**config.mk**
```make
export PLATFORM = sky130hd
export DESIGN_NAME = ftm_irq_ctrl
export DESIGN_NICKNAME = d
export VERILOG_FILES = /design/src/rtl/ftm_irq_pkg.sv /design/src/rtl/ftm_irq_regs.sv /design/src/rtl/ftm_irq_qual.sv /design/src/rtl/ftm_irq_status.sv /design/src/rtl/ftm_irq_out.sv /design/src/rtl/ftm_irq_ctrl.sv
export SDC_FILE = /design/constraint.sdc
export NUM_CORES = 1
export LEC_CHECK = 0
export ABC_CLOCK_PERIOD_IN_PS = 1000
export BUFFER_PORTS_ARGS = -buffer_cell sky130_fd_sc_hd__buf_2
export CORE_MARGIN = 5
export CORE_UTILIZATION = 39
export CTS_CLUSTER_DIAMETER = 30
export DETAILED_ROUTE_END_ITERATION = 6
export GPL_TIMING_DRIVEN = 1
export PLACE_DENSITY = 0.72
export SLEW_MARGIN = 0
export SYNTH_ARGS = -nofsm -noshare
export SYNTH_HDL_FRONTEND = slang
export SYNTH_SLANG_ARGS = --single-unit
```
**constraint.sdc**
```tcl
create_clock -name clk -period 1 [get_ports clk]
set_input_delay 0.2 -clock clk [delete_from_list [all_inputs] [get_ports clk]]
set_output_delay 0.2 -clock clk [all_outputs]
set_load 0.005 [all_outputs]
```
**src/rtl/ftm_irq_pkg.sv**
```systemverilog
package ftm_irq_pkg;

    localparam int NSRC   = 6;
    localparam int NEN    = NSRC - 1;
    localparam int NTRIG  = 3;
    localparam int ADDR_W = 2;

    localparam int SRC_PER    = 0;
    localparam int SRC_A      = 1;
    localparam int SRC_B      = 2;
    localparam int SRC_TSTOP  = 3;
    localparam int SRC_TSTART = 4;
    localparam int SRC_ESTOP  = 5;

    localparam int TRG_PER = 0;
    localparam int TRG_A   = 1;
    localparam int TRG_B   = 2;

    typedef enum logic [1:0] {
        MODE_TIMER   = 2'd0,
        MODE_PWM1    = 2'd1,
        MODE_PWM2    = 2'd2,
        MODE_CAPTURE = 2'd3
    } tmr_mode_e;

    typedef enum logic [ADDR_W-1:0] {
        REG_ENABLE  = 2'd0,
        REG_CLEAR   = 2'd1,
        REG_TRIGSEL = 2'd2,
        REG_ACK     = 2'd3
    } reg_sel_e;

    typedef struct packed {
        logic period;
        logic cmp_a;
        logic cmp_b;
        logic cap_a;
        logic cap_b;
        logic trig_start;
        logic trig_stop;
        logic estop;
    } tmr_evt_t;

    function automatic logic chan_a_compare(tmr_mode_e m);
        return m != MODE_CAPTURE;
    endfunction

    function automatic logic chan_b_compare(tmr_mode_e m);
        return (m == MODE_TIMER) || (m == MODE_PWM1);
    endfunction

    function automatic logic is_capture(tmr_mode_e m);
        return m == MODE_CAPTURE;
    endfunction

endpackage

```
**src/rtl/ftm_irq_regs.sv**
```systemverilog
module ftm_irq_regs
    import ftm_irq_pkg::*;
#(
    parameter int DATA_W = 8
) (
    input  logic              clk,
    input  logic              rst,
    input  logic              we,
    input  logic [ADDR_W-1:0] addr,
    input  logic [DATA_W-1:0] wdata,
    output logic [NEN-1:0]    en_q,
    output logic [NTRIG-1:0]  toe_q,
    output logic [NSRC-1:0]   wclr,
    output logic              ack_p
);

    reg_sel_e sel;
    logic     unused_hi;

    assign sel = reg_sel_e'(addr);

    generate
        if (DATA_W > NSRC) begin : g_hi
            assign unused_hi = ^wdata[DATA_W-1:NSRC];
        end else begin : g_nohi
            assign unused_hi = 1'b0;
        end
    endgenerate

    always_ff @(posedge clk) begin
        if (rst) begin
            en_q  <= '0;
            toe_q <= '0;
        end else if (we) begin
            case (sel)
                REG_ENABLE:  en_q  <= wdata[NEN-1:0];
                REG_TRIGSEL: toe_q <= wdata[NTRIG-1:0];
                default: ;
            endcase
        end
    end

    always_comb begin
        wclr  = '0;
        ack_p = 1'b0;
        if (we && sel == REG_CLEAR) wclr = wdata[NSRC-1:0];
        if (we && sel == REG_ACK)   ack_p = wdata[0];
    end

endmodule

```
**src/rtl/ftm_irq_qual.sv**
```systemverilog
module ftm_irq_qual
    import ftm_irq_pkg::*;
(
    input  tmr_mode_e         mode,
    input  tmr_evt_t          evt,
    input  logic              rd_a,
    input  logic              rd_b,
    output logic [NSRC-1:0]   set_v,
    output logic [NSRC-1:0]   rdclr_v,
    output logic [NTRIG-1:0]  trig_src
);

    always_comb begin
        set_v             = '0;
        set_v[SRC_PER]    = evt.period;
        set_v[SRC_A]      = is_capture(mode) ? evt.cap_a : (chan_a_compare(mode) & evt.cmp_a);
        set_v[SRC_B]      = is_capture(mode) ? evt.cap_b : (chan_b_compare(mode) & evt.cmp_b);
        set_v[SRC_TSTOP]  = evt.trig_stop;
        set_v[SRC_TSTART] = evt.trig_start;
        set_v[SRC_ESTOP]  = evt.estop;

        rdclr_v           = '0;
        rdclr_v[SRC_A]    = is_capture(mode) & rd_a;
        rdclr_v[SRC_B]    = is_capture(mode) & rd_b;

        trig_src          = '0;
        trig_src[TRG_PER] = evt.period;
        trig_src[TRG_A]   = chan_a_compare(mode) & evt.cmp_a;
        trig_src[TRG_B]   = chan_b_compare(mode) & evt.cmp_b;
    end

endmodule

```
**src/rtl/ftm_irq_status.sv**
```systemverilog
module ftm_irq_status
    import ftm_irq_pkg::*;
#(
    parameter int N = NSRC
) (
    input  logic         clk,
    input  logic         rst,
    input  logic [N-1:0] set_v,
    input  logic [N-1:0] clr_v,
    output logic [N-1:0] st_q
);

    genvar i;
    generate
        for (i = 0; i < N; i++) begin : g_bit
            always_ff @(posedge clk) begin
                if (rst)           st_q[i] <= 1'b0;
                else if (set_v[i]) st_q[i] <= 1'b1;
                else if (clr_v[i]) st_q[i] <= 1'b0;
            end

            a_r11_set_wins: assert property (@(posedge clk) disable iff (rst)
                set_v[i] |=> st_q[i]);
            a_r5_clear_drops: assert property (@(posedge clk) disable iff (rst)
                (clr_v[i] && !set_v[i]) |=> !st_q[i]);
            a_r5_hold_quiet: assert property (@(posedge clk) disable iff (rst)
                (!set_v[i] && !clr_v[i]) |=> $stable(st_q[i]));
        end
    endgenerate

endmodule

```
**src/rtl/ftm_irq_out.sv**
```systemverilog
module ftm_irq_out
    import ftm_irq_pkg::*;
(
    input  logic             clk,
    input  logic             rst,
    input  logic [NSRC-1:0]  st_q,
    input  logic [NEN-1:0]   en_q,
    input  logic             estop_en,
    input  logic [NTRIG-1:0] toe_q,
    input  logic [NTRIG-1:0] trig_src,
    input  logic             ack_p,
    output logic             irq,
    output logic             trig
);

    logic            ack_hold;
    logic [NSRC-1:0] en_eff;

    assign en_eff = {estop_en, en_q};

    always_ff @(posedge clk) begin
        if (rst) begin
            ack_hold <= 1'b0;
            trig     <= 1'b0;
        end else begin
            ack_hold <= ack_p;
            trig     <= |(trig_src & toe_q);
        end
    end

    assign irq = (|(st_q & en_eff)) & ~ack_hold;

    a_r9_ack_masks: assert property (@(posedge clk) disable iff (rst)
        ack_p |=> !irq);
    a_r10_trig_quiet: assert property (@(posedge clk) disable iff (rst)
        (trig_src == '0) |=> !trig);
    a_r8_estop_raises: assert property (@(posedge clk) disable iff (rst)
        (st_q[SRC_ESTOP] && estop_en && !ack_hold) |-> irq);

endmodule

```
**src/rtl/ftm_irq_ctrl.sv**
```systemverilog
module ftm_irq_ctrl
    import ftm_irq_pkg::*;
#(
    parameter int DATA_W = 8
) (
    input  logic              clk,
    input  logic              rst,
    input  logic [1:0]        mode_i,
    input  logic              ev_period_i,
    input  logic              ev_cmp_a_i,
    input  logic              ev_cmp_b_i,
    input  logic              ev_cap_a_i,
    input  logic              ev_cap_b_i,
    input  logic              ev_trig_start_i,
    input  logic              ev_trig_stop_i,
    input  logic              ev_estop_i,
    input  logic              estop_func_en_i,
    input  logic              cap_a_read_i,
    input  logic              cap_b_read_i,
    input  logic              bus_we_i,
    input  logic [1:0]        bus_addr_i,
    input  logic [DATA_W-1:0] bus_wdata_i,
    output logic [5:0]        status_o,
    output logic              irq_o,
    output logic              trig_o
);

    tmr_mode_e        mode;
    tmr_evt_t         evt;
    logic [NEN-1:0]   en_q;
    logic [NTRIG-1:0] toe_q;
    logic [NSRC-1:0]  wclr;
    logic             ack_p;
    logic [NSRC-1:0]  set_v;
    logic [NSRC-1:0]  rdclr_v;
    logic [NSRC-1:0]  clr_v;
    logic [NTRIG-1:0] trig_src;
    logic [NSRC-1:0]  st_q;

    assign mode = tmr_mode_e'(mode_i);

    always_comb begin
        evt.period     = ev_period_i;
        evt.cmp_a      = ev_cmp_a_i;
        evt.cmp_b      = ev_cmp_b_i;
        evt.cap_a      = ev_cap_a_i;
        evt.cap_b      = ev_cap_b_i;
        evt.trig_start = ev_trig_start_i;
        evt.trig_stop  = ev_trig_stop_i;
        evt.estop      = ev_estop_i;
    end

    ftm_irq_regs #(.DATA_W(DATA_W)) u_regs (
        .clk   (clk),
        .rst   (rst),
        .we    (bus_we_i),
        .addr  (bus_addr_i),
        .wdata (bus_wdata_i),
        .en_q  (en_q),
        .toe_q (toe_q),
        .wclr  (wclr),
        .ack_p (ack_p)
    );

    ftm_irq_qual u_qual (
        .mode     (mode),
        .evt      (evt),
        .rd_a     (cap_a_read_i),
        .rd_b     (cap_b_read_i),
        .set_v    (set_v),
        .rdclr_v  (rdclr_v),
        .trig_src (trig_src)
    );

    assign clr_v = wclr | rdclr_v;

    ftm_irq_status #(.N(NSRC)) u_status (
        .clk   (clk),
        .rst   (rst),
        .set_v (set_v),
        .clr_v (clr_v),
        .st_q  (st_q)
    );

    ftm_irq_out u_out (
        .clk      (clk),
        .rst      (rst),
        .st_q     (st_q),
        .en_q     (en_q),
        .estop_en (estop_func_en_i),
        .toe_q    (toe_q),
        .trig_src (trig_src),
        .ack_p    (ack_p),
        .irq      (irq_o),
        .trig     (trig_o)
    );

    assign status_o = st_q;

    a_r4_pwm2_b_quiet: assert property (@(posedge clk) disable iff (rst)
        (mode == MODE_PWM2 && !status_o[SRC_B]) |=> !status_o[SRC_B]);
    a_r6_read_clears_a: assert property (@(posedge clk) disable iff (rst)
        (mode == MODE_CAPTURE && cap_a_read_i && !ev_cap_a_i) |=> !status_o[SRC_A]);
    a_r6_read_clears_b: assert property (@(posedge clk) disable iff (rst)
        (mode == MODE_CAPTURE && cap_b_read_i && !ev_cap_b_i) |=> !status_o[SRC_B]);
    a_r1_quiet_status: assert property (@(posedge clk) disable iff (rst)
        (status_o == '0) |-> !irq_o);

endmodule

```
==> impl_metrics.prom, run 1 <==
# TYPE chip_impl_metric gauge
chip_impl_metric{name="irDropWorstVdd",unit="V"} 0.000627
chip_impl_metric{name="antenna_viol_nets_final",unit=""} 0
chip_impl_info{name="cts_root_buf",value="sky130_fd_sc_hd__clkbuf_4"} 1
chip_impl_metric{name="fin_worst_hold_slack",unit="ps"} 127
chip_impl_metric{name="route.detailed.vias_per_inst",unit=""} 4.91
chip_impl_metric{name="leakage",unit="nW"} 0.445
chip_impl_metric{name="synthesis.nets",unit=""} 97
chip_impl_metric{name="drive_gt1_frac",unit=""} 0.500
chip_impl_metric{name="max_freq",unit="MHz"} 809
chip_impl_metric{name="post-place-ws",unit="ps"} -69.4
chip_impl_metric{name="effective_utilization_at_floorplan",unit=""} 0.402
chip_impl_metric{name="final.min_clock_period",unit="ps"} 1240
chip_impl_metric{name="synth_seq_area_share",unit=""} 0.466
chip_impl_info{name="dominant_combinational_cell_family_by_area_after_synthesis",value="simple AND/OR/NAND/NOR gates"} 1
chip_impl_metric{name="place.port_buffers",unit=""} 31
chip_impl_metric{name="timing.reg2reg.worst_path_depth",unit=""} 3
chip_impl_metric{name="die_area",unit="sq mm"} 0.00270
chip_impl_metric{name="layout-area-overhead-vs-synth",unit="%"} 44.3
chip_impl_metric{name="yosys.area.top_type_share",unit=""} 0.466
chip_impl_info{name="cts_tree",value="built"} 1
chip_impl_metric{name="n_antenna_cell",unit=""} 0
chip_impl_metric{name="worst_clock_skew",unit="ps"} 2.40
chip_impl_metric{name="fp-row-count",unit=""} 15
chip_impl_metric{name="antenna_found_initial",unit=""} 0
chip_impl_metric{name="place_congestion",unit=""} 0.721
chip_impl_info{name="synth.largest_area_cell",value="sky130_fd_sc_hd__dfxtp_1"} 1
chip_impl_info{name="min_delay_worst_endpoint",value="u_status.st_q[4]$_SDFFE_PP0P_"} 1
chip_impl_metric{name="setup_slack_of_the_worst_register_to_register_path",unit="ps"} 250
chip_impl_info{name="start_kind",value="register"} 1
chip_impl_metric{name="parity_gate_share_of_the_synthesized_area_counting_xor_and_xnor_cells",unit=""} 0
chip_impl_metric{name="globalRouteTotalUtil",unit=""} 0.138
chip_impl_info{name="layout_commonest_cell",value="sky130_fd_sc_hd__buf_2"} 1
chip_impl_metric{name="timing.final.ws_setup",unit="ps"} -236
chip_impl_info{name="ys_top_cells_by_area",value="sky130_fd_sc_hd__dfxtp_1, sky130_fd_sc_hd__mux2i_1, sky130_fd_sc_hd__nand4b_1"} 1
chip_impl_metric{name="max_cap_viols",unit=""} 0
chip_impl_metric{name="timing.critical_path.arrival",unit="ps"} 1040
chip_impl_metric{name="finalSetupViolations",unit=""} 3
chip_impl_metric{name="final_max_slew_viol_count",unit=""} 0
chip_impl_metric{name="max_slew.worst_pin.slew",unit="ps"} 289
chip_impl_metric{name="grt_start_max_net_pins",unit=""} 17
chip_impl_info{name="layout.cells.most_common_list",value="sky130_fd_sc_hd__buf_2, sky130_fd_sc_hd__nor2_1, sky130_fd_sc_hd__mux2i_1, sky130_fd_sc_hd__dfxtp_1, sky130_fd_sc_hd__dfxtp_2"} 1
chip_impl_metric{name="fp.coreArea",unit="sq mm"} 0.00171
chip_impl_metric{name="die_w",unit="um"} 52.0
chip_impl_info{name="outcome",value="finished with violations"} 1
chip_impl_metric{name="final_net_count",unit=""} 138
chip_impl_info{name="min_path_type",value="primary input to register"} 1
chip_impl_metric{name="layout.filler_cells",unit=""} 153
chip_impl_metric{name="drc",unit=""} 0
chip_impl_info{name="crit_reg_reg_startpoint",value="u_regs.en_q[0]$_SDFFE_PP0P_"} 1
chip_impl_metric{name="power_density",unit="mW/mm^2"} 1260
chip_impl_metric{name="grt_pass1_vias",unit=""} 639
chip_impl_metric{name="cp.required",unit="ps"} 800
chip_impl_metric{name="routed_wl",unit="um"} 1780
chip_impl_metric{name="holdPathStages",unit=""} 3
chip_impl_metric{name="first_iter_violations",unit=""} 1
chip_impl_metric{name="drt_pass1_iterations",unit=""} 2
chip_impl_metric{name="min_period_over_period",unit=""} 1.24
chip_impl_metric{name="htree_levels",unit=""} 1
chip_impl_metric{name="cts_made_buffers",unit=""} 3
chip_impl_metric{name="clkSlewWorstSetupHoldPaths",unit="ps"} 90
chip_impl_metric{name="count_of_unique_library_cells_instantiated_by_yosys",unit=""} 16
chip_impl_metric{name="grt-ovfl-total",unit=""} 0
chip_impl_metric{name="die_y",unit="um"} 52.0
chip_impl_metric{name="synthSimpleGateAreaFrac",unit=""} 0.244
chip_impl_metric{name="synth-compound-area-share",unit=""} 0.115
chip_impl_metric{name="synth_mux_area_frac",unit=""} 0.131
chip_impl_info{name="grt_setup_unrepaired",value="true"} 1
chip_impl_metric{name="synth-adder-area-share",unit=""} 0
chip_impl_metric{name="netlist_area",unit="sq um"} 687
chip_impl_metric{name="synthesis.area_per_instance",unit="sq um"} 9.67
chip_impl_metric{name="synth-seq-cells",unit=""} 16
chip_impl_info{name="worstHoldStart",value="ev_trig_start_i"} 1
chip_impl_metric{name="route.detailed.wl_per_inst",unit="um"} 13.2
chip_impl_metric{name="clock_tree.buffer_depth",unit=""} 2
chip_impl_info{name="setup.worst_path.end_class",value="output pin"} 1
chip_impl_metric{name="cts_num_sinks",unit=""} 16
chip_impl_metric{name="worst_skew_pair.late_latency",unit="ps"} 270
chip_impl_metric{name="postSynthCellCount",unit=""} 71
chip_impl_metric{name="num_io_pins",unit=""} 34
chip_impl_info{name="worstSetupPathType",value="register to output pin"} 1
chip_impl_metric{name="timing.slew.headroom",unit=""} 0.807
chip_impl_info{name="timing.rr.end",value="u_regs.en_q[0]$_SDFFE_PP0P_"} 1
chip_impl_metric{name="hold_viol_final",unit=""} 0
chip_impl_metric{name="worstPathMaxFanout",unit=""} 2
chip_impl_metric{name="wire_length_of_the_first_global_routing_pass",unit="um"} 2780
chip_impl_info{name="failed_checks",value="negative setup slack"} 1
chip_impl_metric{name="ys_warn_count",unit=""} 0
chip_impl_metric{name="route.vias.total",unit=""} 663
==> worst max-delay path, stage by stage (launching register included) <==
cell and delay, ps:
sky130_fd_sc_hd__dfxtp_2 330, sky130_fd_sc_hd__a22oi_2 180, sky130_fd_sc_hd__a31oi_1 110, sky130_fd_sc_hd__buf_2 140
==> synthesized netlist by cell type <==
cell,n
sky130_fd_sc_hd__a32oi_1,1
sky130_fd_sc_hd__nand4_1,1
sky130_fd_sc_hd__buf_6,2
sky130_fd_sc_hd__nor3b_4,1
sky130_fd_sc_hd__nand2_1,2
sky130_fd_sc_hd__nand4b_1,6
sky130_fd_sc_hd__nor2b_1,1
sky130_fd_sc_hd__a31oi_1,2
sky130_fd_sc_hd__a22oi_1,3
sky130_fd_sc_hd__nand3b_1,1
sky130_fd_sc_hd__nand3_1,4
sky130_fd_sc_hd__clkbuf_1,2
sky130_fd_sc_hd__dfxtp_1,16
sky130_fd_sc_hd__mux2i_1,9
sky130_fd_sc_hd__nor2_1,13
sky130_fd_sc_hd__a21oi_1,7
==> where the power goes <==
| group | internal (mW) | switching, mW |
|---|---|---|
| clock | 0.139 | 0.189 |
| combinational | 0.129 | 0.0990 |
| sequential | 0.673 | 0.0245 |
| total | 0.941 | 0.312 |
==> how the worst max path moves through the flow <==
stage | startpoint | to | slack (ps)
floorplan | bus_addr_i[0] | u_regs.en_q[1]$_SDFFE_PP0P_ | -1
global placement | bus_addr_i[1] | u_regs.en_q[4]$_SDFFE_PP0P_ | -50
detailed placement | bus_addr_i[1] | u_regs.en_q[0]$_SDFFE_PP0P_ | -70
CTS | u_status.st_q[2]$_SDFFE_PP0P_ | irq_o | -250
global route | u_status.st_q[0]$_SDFFE_PP0P_ | irq_o | -310
finish | u_regs.en_q[0]$_SDFFE_PP0P_ | irq_o | -240
==> final cells by class <==
cell class / instances / area [sq um] / share of cell area
timing repair buffer: 40 / 255 / 0.258
clock buffer: 3 / 22.5 / 0.0227
sequential: 16 / 330 / 0.333
tap: 25 / 31.3 / 0.0316
multi-input combinational: 51 / 352 / 0.355
==> layer usage <==
metal  vias to the layer above  global-route usage  share of wire
met5                         -                   0              0
li1                        339                   -              -
met3                         4              0.0315          0.069
met4                         0              0.0699          0.016
met1                       298               0.173           0.46
met2                        22               0.218           0.46
==> repair_timing <==
item / in CTS / in global routing
setup endpoints to repair: 1 / 2
hold buffers: 0 / 0
gates resized for setup: 12 / 3
gates cloned: 0 / 0
buffers inserted: 1 / 2
pin swaps: 3 / 2
==> sequential cells by signal, indices dropped and copies added (netlist names) <==
signal          flops
u_out.trig          1
u_regs.en_q         5
u_regs.toe_q        3
u_status.st_q       6
u_out.ack_hold      1
==> stage by stage <==
step / instances / instance area (sq um) / TNS [ps] / util / total power, mW
5_1_grt: 135 / 991 / -407 / 0.580 / 1.30
4_1_cts: 133 / 962 / -290 / 0.563 / 1.24
6_report: 135 / 991 / -295 / 0.580 / 1.25
3_3_place_gp: 129 / 901 / -231 / 0.527 / 0.897
3_5_place_dp: 129 / 901 / -455 / 0.527 / 0.904
2_1_floorplan: 71 / 687 / -4.87 / - / 0.793
==> cell families after synthesis <==
logic type,after synthesis
AOI/OAI and AO/OA,13
buffers and inverters,4
DFF,16
muxes,9
and+or+nand+nor,29
Note: power is estimated with default switching activity, not from simulation.
==> run 2: changes to the inputs <==
--- a/config.mk
+++ b/config.mk
@@ -9,6 +9,7 @@
 export BUFFER_PORTS_ARGS = -buffer_cell sky130_fd_sc_hd__buf_2
 export CORE_MARGIN = 5
 export CORE_UTILIZATION = 39
+export CTS_BUF_LIST = sky130_fd_sc_hd__clkbuf_16
 export CTS_CLUSTER_DIAMETER = 30
 export DETAILED_ROUTE_END_ITERATION = 6
 export GPL_TIMING_DRIVEN = 1
==> impl_metrics.prom, run 2 (same netlist as run 1, synthesis figures left out) <==
# TYPE chip_impl_metric gauge
chip_impl_metric{name="worst_clock_skew",unit="ps"} 2.13
chip_impl_info{name="worstSetupPathType",value="register to output pin"} 1
chip_impl_info{name="layout_commonest_cell",value="sky130_fd_sc_hd__buf_2"} 1
chip_impl_info{name="failed_checks",value="negative setup slack"} 1
chip_impl_info{name="outcome",value="finished with violations"} 1
chip_impl_metric{name="max_slew.worst_pin.slew",unit="ps"} 295
chip_impl_metric{name="route.detailed.wl_per_inst",unit="um"} 13.5
chip_impl_metric{name="place_congestion",unit=""} 0.721
chip_impl_metric{name="num_io_pins",unit=""} 34
chip_impl_metric{name="final.min_clock_period",unit="ps"} 1190
chip_impl_metric{name="first_iter_violations",unit=""} 2
chip_impl_metric{name="drt_pass1_iterations",unit=""} 4
chip_impl_metric{name="final_net_count",unit=""} 138
chip_impl_metric{name="drc",unit=""} 0
chip_impl_info{name="cts_root_buf",value="sky130_fd_sc_hd__clkbuf_16"} 1
chip_impl_metric{name="irDropWorstVdd",unit="V"} 0.000975
chip_impl_info{name="min_path_type",value="primary input to register"} 1
chip_impl_metric{name="die_w",unit="um"} 52.0
chip_impl_metric{name="max_cap_viols",unit=""} 0
chip_impl_metric{name="n_antenna_cell",unit=""} 0
chip_impl_metric{name="wire_length_of_the_first_global_routing_pass",unit="um"} 2750
chip_impl_metric{name="timing.final.ws_setup",unit="ps"} -187
chip_impl_metric{name="timing.critical_path.arrival",unit="ps"} 990
chip_impl_metric{name="worst_skew_pair.late_latency",unit="ps"} 240
chip_impl_metric{name="largest_register_ffs",unit=""} 6
chip_impl_metric{name="post-route-util",unit=""} 0.611
chip_impl_metric{name="worstPathMaxFanout",unit=""} 2
chip_impl_metric{name="max_freq",unit="MHz"} 842
chip_impl_metric{name="cts_num_sinks",unit=""} 16
chip_impl_metric{name="timing.slew.headroom",unit=""} 0.803
chip_impl_info{name="setup.worst_path.end_class",value="output pin"} 1
chip_impl_metric{name="holdPathStages",unit=""} 3
chip_impl_metric{name="placement.cell_area",unit="sq um"} 901
chip_impl_info{name="cts_tree",value="built"} 1
chip_impl_info{name="max_flop_register",value="u_status.st_q"} 1
chip_impl_metric{name="final_cell_count_no_fill",unit=""} 135
chip_impl_metric{name="antenna_viol_nets_final",unit=""} 0
chip_impl_metric{name="place.port_buffers",unit=""} 31
chip_impl_metric{name="clkSlewWorstSetupHoldPaths",unit="ps"} 50
chip_impl_metric{name="hold_viol_final",unit=""} 0
chip_impl_metric{name="antenna_found_initial",unit=""} 0
chip_impl_metric{name="timing.reg2reg.worst_path_depth",unit=""} 3
chip_impl_metric{name="layout-area-overhead-vs-synth",unit="%"} 51.9
chip_impl_metric{name="final_total_pwr",unit="mW"} 1.69
chip_impl_metric{name="route.vias.total",unit=""} 676
chip_impl_metric{name="grt-ovfl-total",unit=""} 0
chip_impl_metric{name="min_period_over_period",unit=""} 1.19
chip_impl_info{name="grt_setup_unrepaired",value="true"} 1
chip_impl_metric{name="grt_start_max_net_pins",unit=""} 17
chip_impl_metric{name="routed_wl",unit="um"} 1820
chip_impl_metric{name="leakage",unit="nW"} 0.468
chip_impl_metric{name="cts_made_buffers",unit=""} 3
chip_impl_metric{name="grt_pass1_vias",unit=""} 639
chip_impl_metric{name="htree_levels",unit=""} 1
chip_impl_metric{name="dpl.cell_count",unit=""} 129
chip_impl_metric{name="final_max_slew_viol_count",unit=""} 0
chip_impl_metric{name="power_density",unit="mW/mm^2"} 1620
chip_impl_metric{name="finalSetupViolations",unit=""} 1
chip_impl_metric{name="finish.instance_area",unit="sq mm"} 0.00104
chip_impl_metric{name="route.detailed.vias_per_inst",unit=""} 5.01
chip_impl_metric{name="globalRouteTotalUtil",unit=""} 0.137
chip_impl_metric{name="effective_utilization_at_floorplan",unit=""} 0.402
chip_impl_info{name="layout.cells.most_common_list",value="sky130_fd_sc_hd__buf_2, sky130_fd_sc_hd__nor2_1, sky130_fd_sc_hd__mux2i_1, sky130_fd_sc_hd__dfxtp_1, sky130_fd_sc_hd__dfxtp_2"} 1
chip_impl_metric{name="die_area",unit="sq mm"} 0.00270
chip_impl_metric{name="fp-row-count",unit=""} 15
chip_impl_metric{name="drive_gt1_frac",unit=""} 0.500
chip_impl_info{name="start_kind",value="register"} 1
chip_impl_metric{name="fp.coreArea",unit="sq mm"} 0.00171
chip_impl_info{name="biggest_registers_after_layout",value="u_status.st_q: 6 flops, u_regs.en_q: 5 flops, u_regs.toe_q: 3 flops"} 1
chip_impl_metric{name="die_y",unit="um"} 52.0
chip_impl_metric{name="clock_tree.buffer_depth",unit=""} 2
chip_impl_metric{name="cp.required",unit="ps"} 800
## run 2: worst paths after layout
path	from	to	slack, ps
worst max-delay path	u_regs.en_q[0]$_SDFFE_PP0P_	irq_o	-190
worst max register to register	u_regs.en_q[0]$_SDFFE_PP0P_	u_regs.en_q[0]$_SDFFE_PP0P_	260
worst min register to register	u_regs.toe_q[2]$_SDFFE_PP0P_	u_out.trig$_SDFF_PP0_	470
worst min-delay path	ev_trig_start_i	u_status.st_q[4]$_SDFFE_PP0P_	160
## run 2: layer usage
metal / vias up / track usage / wire length [um]
met3: 4 / 0.0258 / 127
met5: - / 0 / 0
met1: 308 / 0.168 / 802
li1: 338 / - / -
met2: 26 / 0.215 / 871
met4: 0 / 0.0917 / 22
## run 2: worst max-delay path: stages (launching register included)
cell	delay (ps)
sky130_fd_sc_hd__dfxtp_2	320
sky130_fd_sc_hd__a22oi_2	180
sky130_fd_sc_hd__a31oi_1	110
sky130_fd_sc_hd__buf_2	140
## run 2: area by class of cell
| class | count | area [sq um] |
|---|---|---|
| fill | 144 | 664 |
| multi-input combinational | 51 | 352 |
| sequential | 16 | 330 |
| timing repair buffer | 40 | 255 |
| clock buffer | 3 | 75.1 |
| tap | 25 | 31.3 |
## run 2: where the power goes
group          internal [mW]  total, mW  leakage (nW)  switching (mW)
sequential             0.675      0.700         0.134          0.0246
combinational          0.129      0.229         0.297          0.0996
clock                  0.524      0.757        0.0370           0.233
## run 2: what timing repair did
action,CTS,global route
pin swaps,3,2
buffers inserted,1,2
setup endpoints to repair,1,2
gates resized for setup,9,6
hold buffers,0,0
## run 2: metrics by stage
step	setup TNS (ps)	hold WS, ps	setup slack, ps
after floorplan	-4.87	317	-1.22
after global placement	-231	406	-46.4
after detailed placement	-455	417	-69.4
after CTS	-208	167	-208
after global routing	-259	177	-257
final	-187	165	-187
==> run 3: changes to the inputs <==
--- a/config.mk
+++ b/config.mk
@@ -5,15 +5,16 @@
 export SDC_FILE = /design/constraint.sdc
 export NUM_CORES = 1
 export LEC_CHECK = 0
-export ABC_CLOCK_PERIOD_IN_PS = 1000
+export ABC_AREA = 1
+export ABC_CLOCK_PERIOD_IN_PS = 1200
 export BUFFER_PORTS_ARGS = -buffer_cell sky130_fd_sc_hd__buf_2
 export CORE_MARGIN = 5
-export CORE_UTILIZATION = 39
+export CORE_UTILIZATION = 44
 export CTS_BUF_LIST = sky130_fd_sc_hd__clkbuf_16
 export CTS_CLUSTER_DIAMETER = 30
 export DETAILED_ROUTE_END_ITERATION = 6
 export GPL_TIMING_DRIVEN = 1
-export PLACE_DENSITY = 0.72
+export PLACE_DENSITY = 0.76
 export SLEW_MARGIN = 0
 export SYNTH_ARGS = -nofsm -noshare
 export SYNTH_HDL_FRONTEND = slang
==> constraint.sdc (replaced) <==
create_clock -name clk -period 1.2 [get_ports clk]
set_input_delay 0.24 -clock clk [delete_from_list [all_inputs] [get_ports clk]]
set_output_delay 0.24 -clock clk [all_outputs]
set_load 0.005 [all_outputs]
==> impl_metrics.prom, run 3 <==
# TYPE chip_impl_metric gauge
chip_impl_metric{name="switching_part_of_the_total_power",unit=""} 0.229
chip_impl_metric{name="postSynthCellCount",unit=""} 100
chip_impl_metric{name="dr_wl_met3",unit="um"} 61
chip_impl_metric{name="synth_mux_area_frac",unit=""} 0
chip_impl_metric{name="first_iter_violations",unit=""} 22
chip_impl_metric{name="die_area",unit="sq mm"} 0.00263
chip_impl_metric{name="antenna_found_initial",unit=""} 0
chip_impl_metric{name="netlist_area",unit="sq um"} 749
chip_impl_metric{name="route.vias.total",unit=""} 783
chip_impl_metric{name="synth-edff-count",unit=""} 0
chip_impl_metric{name="leakage",unit="nW"} 0.500
chip_impl_metric{name="finalSetupViolations",unit=""} 1
chip_impl_metric{name="drc",unit=""} 0
chip_impl_info{name="dominant_combinational_cell_family_by_area_after_synthesis",value="simple AND/OR/NAND/NOR gates"} 1
chip_impl_info{name="min_path_type",value="primary input to register"} 1
chip_impl_metric{name="power.internal",unit="mW"} 1.09
chip_impl_metric{name="sequentialPowerShare",unit=""} 0.412
chip_impl_metric{name="die_w",unit="um"} 51.3
chip_impl_metric{name="worst_skew_pair.late_latency",unit="ps"} 240
chip_impl_metric{name="place.port_buffers",unit=""} 31
chip_impl_info{name="postSynth.topFlopCell",value="sky130_fd_sc_hd__dfxtp_1"} 1
chip_impl_metric{name="synth-compound-area-share",unit=""} 0.125
chip_impl_metric{name="timing.critical_path.arrival",unit="ps"} 980
chip_impl_metric{name="wire_length_of_the_first_global_routing_pass",unit="um"} 2990
chip_impl_info{name="max_flop_register",value="u_status.st_q"} 1
chip_impl_metric{name="route.layer.met1.wl",unit="um"} 774
chip_impl_info{name="worstSetupPathType",value="register to output pin"} 1
chip_impl_metric{name="antenna_viol_nets_final",unit=""} 0
chip_impl_info{name="ys_top_cells_by_area",value="sky130_fd_sc_hd__dfxtp_1, sky130_fd_sc_hd__nor2_1, sky130_fd_sc_hd__nand2_1"} 1
chip_impl_metric{name="place.detailed.hpwl",unit="um"} 1310
chip_impl_metric{name="p_switching",unit="mW"} 0.325
chip_impl_metric{name="max_freq",unit="MHz"} 820
chip_impl_metric{name="cts_num_sinks",unit=""} 16
chip_impl_metric{name="min_period_over_period",unit=""} 1.02
chip_impl_metric{name="grt_pass1_vias",unit=""} 702
chip_impl_metric{name="grt_start_max_net_pins",unit=""} 10
chip_impl_metric{name="worstPathMaxFanout",unit=""} 2
chip_impl_info{name="biggest_registers_after_layout",value="u_status.st_q: 6 flops, u_regs.en_q: 5 flops, u_regs.toe_q: 3 flops"} 1
chip_impl_metric{name="synth_seq_area_share",unit=""} 0.427
chip_impl_metric{name="synth-seq-cells",unit=""} 16
chip_impl_info{name="netlist_top_cells_count",value="sky130_fd_sc_hd__nor2_1, sky130_fd_sc_hd__nand2_1, sky130_fd_sc_hd__dfxtp_1, sky130_fd_sc_hd__a21oi_1, sky130_fd_sc_hd__nand3_1"} 1
chip_impl_metric{name="routed-wl-met2",unit="um"} 937
chip_impl_metric{name="clock_tree.buffer_depth",unit=""} 2
chip_impl_metric{name="fin_worst_hold_slack",unit="ps"} 198
chip_impl_metric{name="ys_warn_count",unit=""} 0
chip_impl_metric{name="fraction_of_registers_with_async_set_reset",unit=""} 0
chip_impl_info{name="route.top_layer_used",value="met4"} 1
chip_impl_metric{name="synthesis.area_per_instance",unit="sq um"} 7.49
chip_impl_metric{name="timing.slew.headroom",unit=""} 0.832
chip_impl_metric{name="timing.final.ws_setup",unit="ps"} -19.3
chip_impl_metric{name="worst_clock_skew",unit="ps"} 0.0793
chip_impl_metric{name="place_congestion",unit=""} 0.731
chip_impl_info{name="layout.cells.most_common_list",value="sky130_fd_sc_hd__buf_2, sky130_fd_sc_hd__nor2_1, sky130_fd_sc_hd__nand2_1, sky130_fd_sc_hd__dfxtp_1"} 1
chip_impl_metric{name="final_net_count",unit=""} 161
chip_impl_metric{name="routed_wl",unit="um"} 1810
chip_impl_info{name="cts_root_buf",value="sky130_fd_sc_hd__clkbuf_16"} 1
chip_impl_metric{name="drt_pass1_iterations",unit=""} 4
chip_impl_metric{name="route.detailed.vias_per_inst",unit=""} 5.19
chip_impl_metric{name="max_slew.worst_pin.slew",unit="ps"} 252
chip_impl_metric{name="die_y",unit="um"} 51.3
chip_impl_metric{name="num_io_pins",unit=""} 34
chip_impl_metric{name="combinationalPowerShare",unit=""} 0.135
chip_impl_metric{name="irDropWorstVdd",unit="V"} 0.000827
chip_impl_metric{name="cp.required",unit="ps"} 960
chip_impl_metric{name="cts_made_buffers",unit=""} 3
chip_impl_metric{name="clkSlewWorstSetupHoldPaths",unit="ps"} 50
chip_impl_metric{name="drive_gt1_frac",unit=""} 0.396
chip_impl_metric{name="pwr-share-clk",unit=""} 0.454
chip_impl_metric{name="synthSimpleGateAreaFrac",unit=""} 0.351
chip_impl_metric{name="layout-area-overhead-vs-synth",unit="%"} 33.6
chip_impl_metric{name="effective_utilization_at_floorplan",unit=""} 0.449
chip_impl_metric{name="route.detailed.wl_per_inst",unit="um"} 12.0
chip_impl_info{name="grt_setup_unrepaired",value="true"} 1
chip_impl_metric{name="largest_register_ffs",unit=""} 6
chip_impl_info{name="cts_tree",value="built"} 1
chip_impl_metric{name="fp.coreArea",unit="sq mm"} 0.00167
chip_impl_info{name="synth.largest_area_cell",value="sky130_fd_sc_hd__dfxtp_1"} 1
chip_impl_info{name="outcome",value="finished with violations"} 1
chip_impl_metric{name="count_of_unique_library_cells_instantiated_by_yosys",unit=""} 21
chip_impl_metric{name="final_total_pwr",unit="mW"} 1.42
chip_impl_metric{name="globalRouteTotalUtil",unit=""} 0.152
chip_impl_metric{name="htree_levels",unit=""} 1
chip_impl_metric{name="synth-adder-area-share",unit=""} 0
chip_impl_info{name="setup.worst_path.end_class",value="output pin"} 1
chip_impl_info{name="start_kind",value="register"} 1
chip_impl_metric{name="max_cap_viols",unit=""} 0
chip_impl_info{name="layout_commonest_cell",value="sky130_fd_sc_hd__buf_2"} 1
chip_impl_metric{name="yosys.area.top_type_share",unit=""} 0.427
chip_impl_metric{name="n_antenna_cell",unit=""} 0
chip_impl_metric{name="fp-row-count",unit=""} 15
chip_impl_info{name="post-synth-top-count-cell",value="sky130_fd_sc_hd__nor2_1"} 1
chip_impl_metric{name="final_max_slew_viol_count",unit=""} 0
chip_impl_metric{name="final.min_clock_period",unit="ps"} 1220
chip_impl_metric{name="power_density",unit="mW/mm^2"} 1420
chip_impl_metric{name="grt-ovfl-total",unit=""} 0
chip_impl_info{name="failed_checks",value="negative setup slack"} 1
chip_impl_metric{name="synthesis.nets",unit=""} 126
chip_impl_metric{name="parity_gate_share_of_the_synthesized_area_counting_xor_and_xnor_cells",unit=""} 0
chip_impl_metric{name="hold_viol_final",unit=""} 0
[run 3: cell types whose count changed after synthesis, sizes merged, moves of 2 or more]
cell | previous run | this run
nand4 | 1 | 6
clkbuf | 2 | 0
o21ai | 0 | 8
nor2 | 13 | 20
nand2 | 2 | 18
a22oi | 3 | 0
inv | 0 | 10
mux2i | 9 | 0
nand4b | 6 | 0
nand3 | 4 | 8
[run 3: cell type report]
class / instances / area, sq um
Timing Repair Buffer: 33 / 170
Inverter: 11 / 45.0
Tap cell: 17 / 21.3
Clock inverter: 1 / 3.75
Multi-Input combinational cell: 70 / 357
Clock buffer: 3 / 75.1
Sequential cell: 16 / 329
Fill cell: 150 / 669
[run 3: power by group through the flow]
stage	logic (mW)	clock network (mW)	registers, mW
floorplan	0.103	0	0.592
global placement	0.175	0	0.592
detailed placement	0.179	0	0.592
CTS	0.191	0.644	0.584
global route	0.218	0.677	0.588
finish	0.191	0.644	0.584
[run 3: cells by family after synthesis]
kind of cell | count (synthesis)
buffers and inverters | 14
AOI/OAI and AO/OA | 17
and+or+nand+nor | 53
DFF | 16
[run 3: final timing paths]
kind	from	end	slack (ps)	depth (start not counted)
worst min-delay path	ev_trig_start_i	u_status.st_q[4]$_SDFFE_PP0P_	200	3
worst max-delay path	u_status.st_q[0]$_SDFFE_PP0P_	irq_o	-20	5
worst min register to register	u_regs.en_q[0]$_SDFFE_PP0P_	u_regs.en_q[0]$_SDFFE_PP0P_	480	2
worst max register to register	u_status.st_q[0]$_SDFFE_PP0P_	u_status.st_q[0]$_SDFFE_PP0P_	450	3
[run 3: worst max-delay path, stage by stage (launching register included)]
cell,delay [ps]
sky130_fd_sc_hd__dfxtp_2,330
sky130_fd_sc_hd__nand2_1,50
sky130_fd_sc_hd__nand3_1,70
sky130_fd_sc_hd__nor2_1,40
sky130_fd_sc_hd__a21oi_1,120
sky130_fd_sc_hd__buf_2,130
[run 3: through the flow]
stage	setup TNS [ps]	area (sq um)	util	instances	setup slack, ps
2_1_floorplan	0	749	-	100	325
3_3_place_gp	0	898	0.538	145	208
3_5_place_dp	0	898	0.538	145	204
4_1_cts	-10.1	1000	0.599	151	-10.1
5_1_grt	-89.6	1000	0.599	151	-89.6
6_report	-19.3	1000	0.599	151	-19.3
[run 3: metal layers]
| layer | vias to the layer above | global-route usage |
|---|---|---|
| met4 | 0 | 0.0786 |
| met1 | 360 | 0.172 |
| met2 | 21 | 0.268 |
| li1 | 398 | - |
| met3 | 4 | 0.0262 |
| met5 | - | 0 |
[run 3: what timing repair did]
item,in CTS,in global routing
hold buffers,0,0
endpoints found under the setup margin,1,1
buffers inserted,2,0
gates resized for setup,7,0
pin swaps,1,0
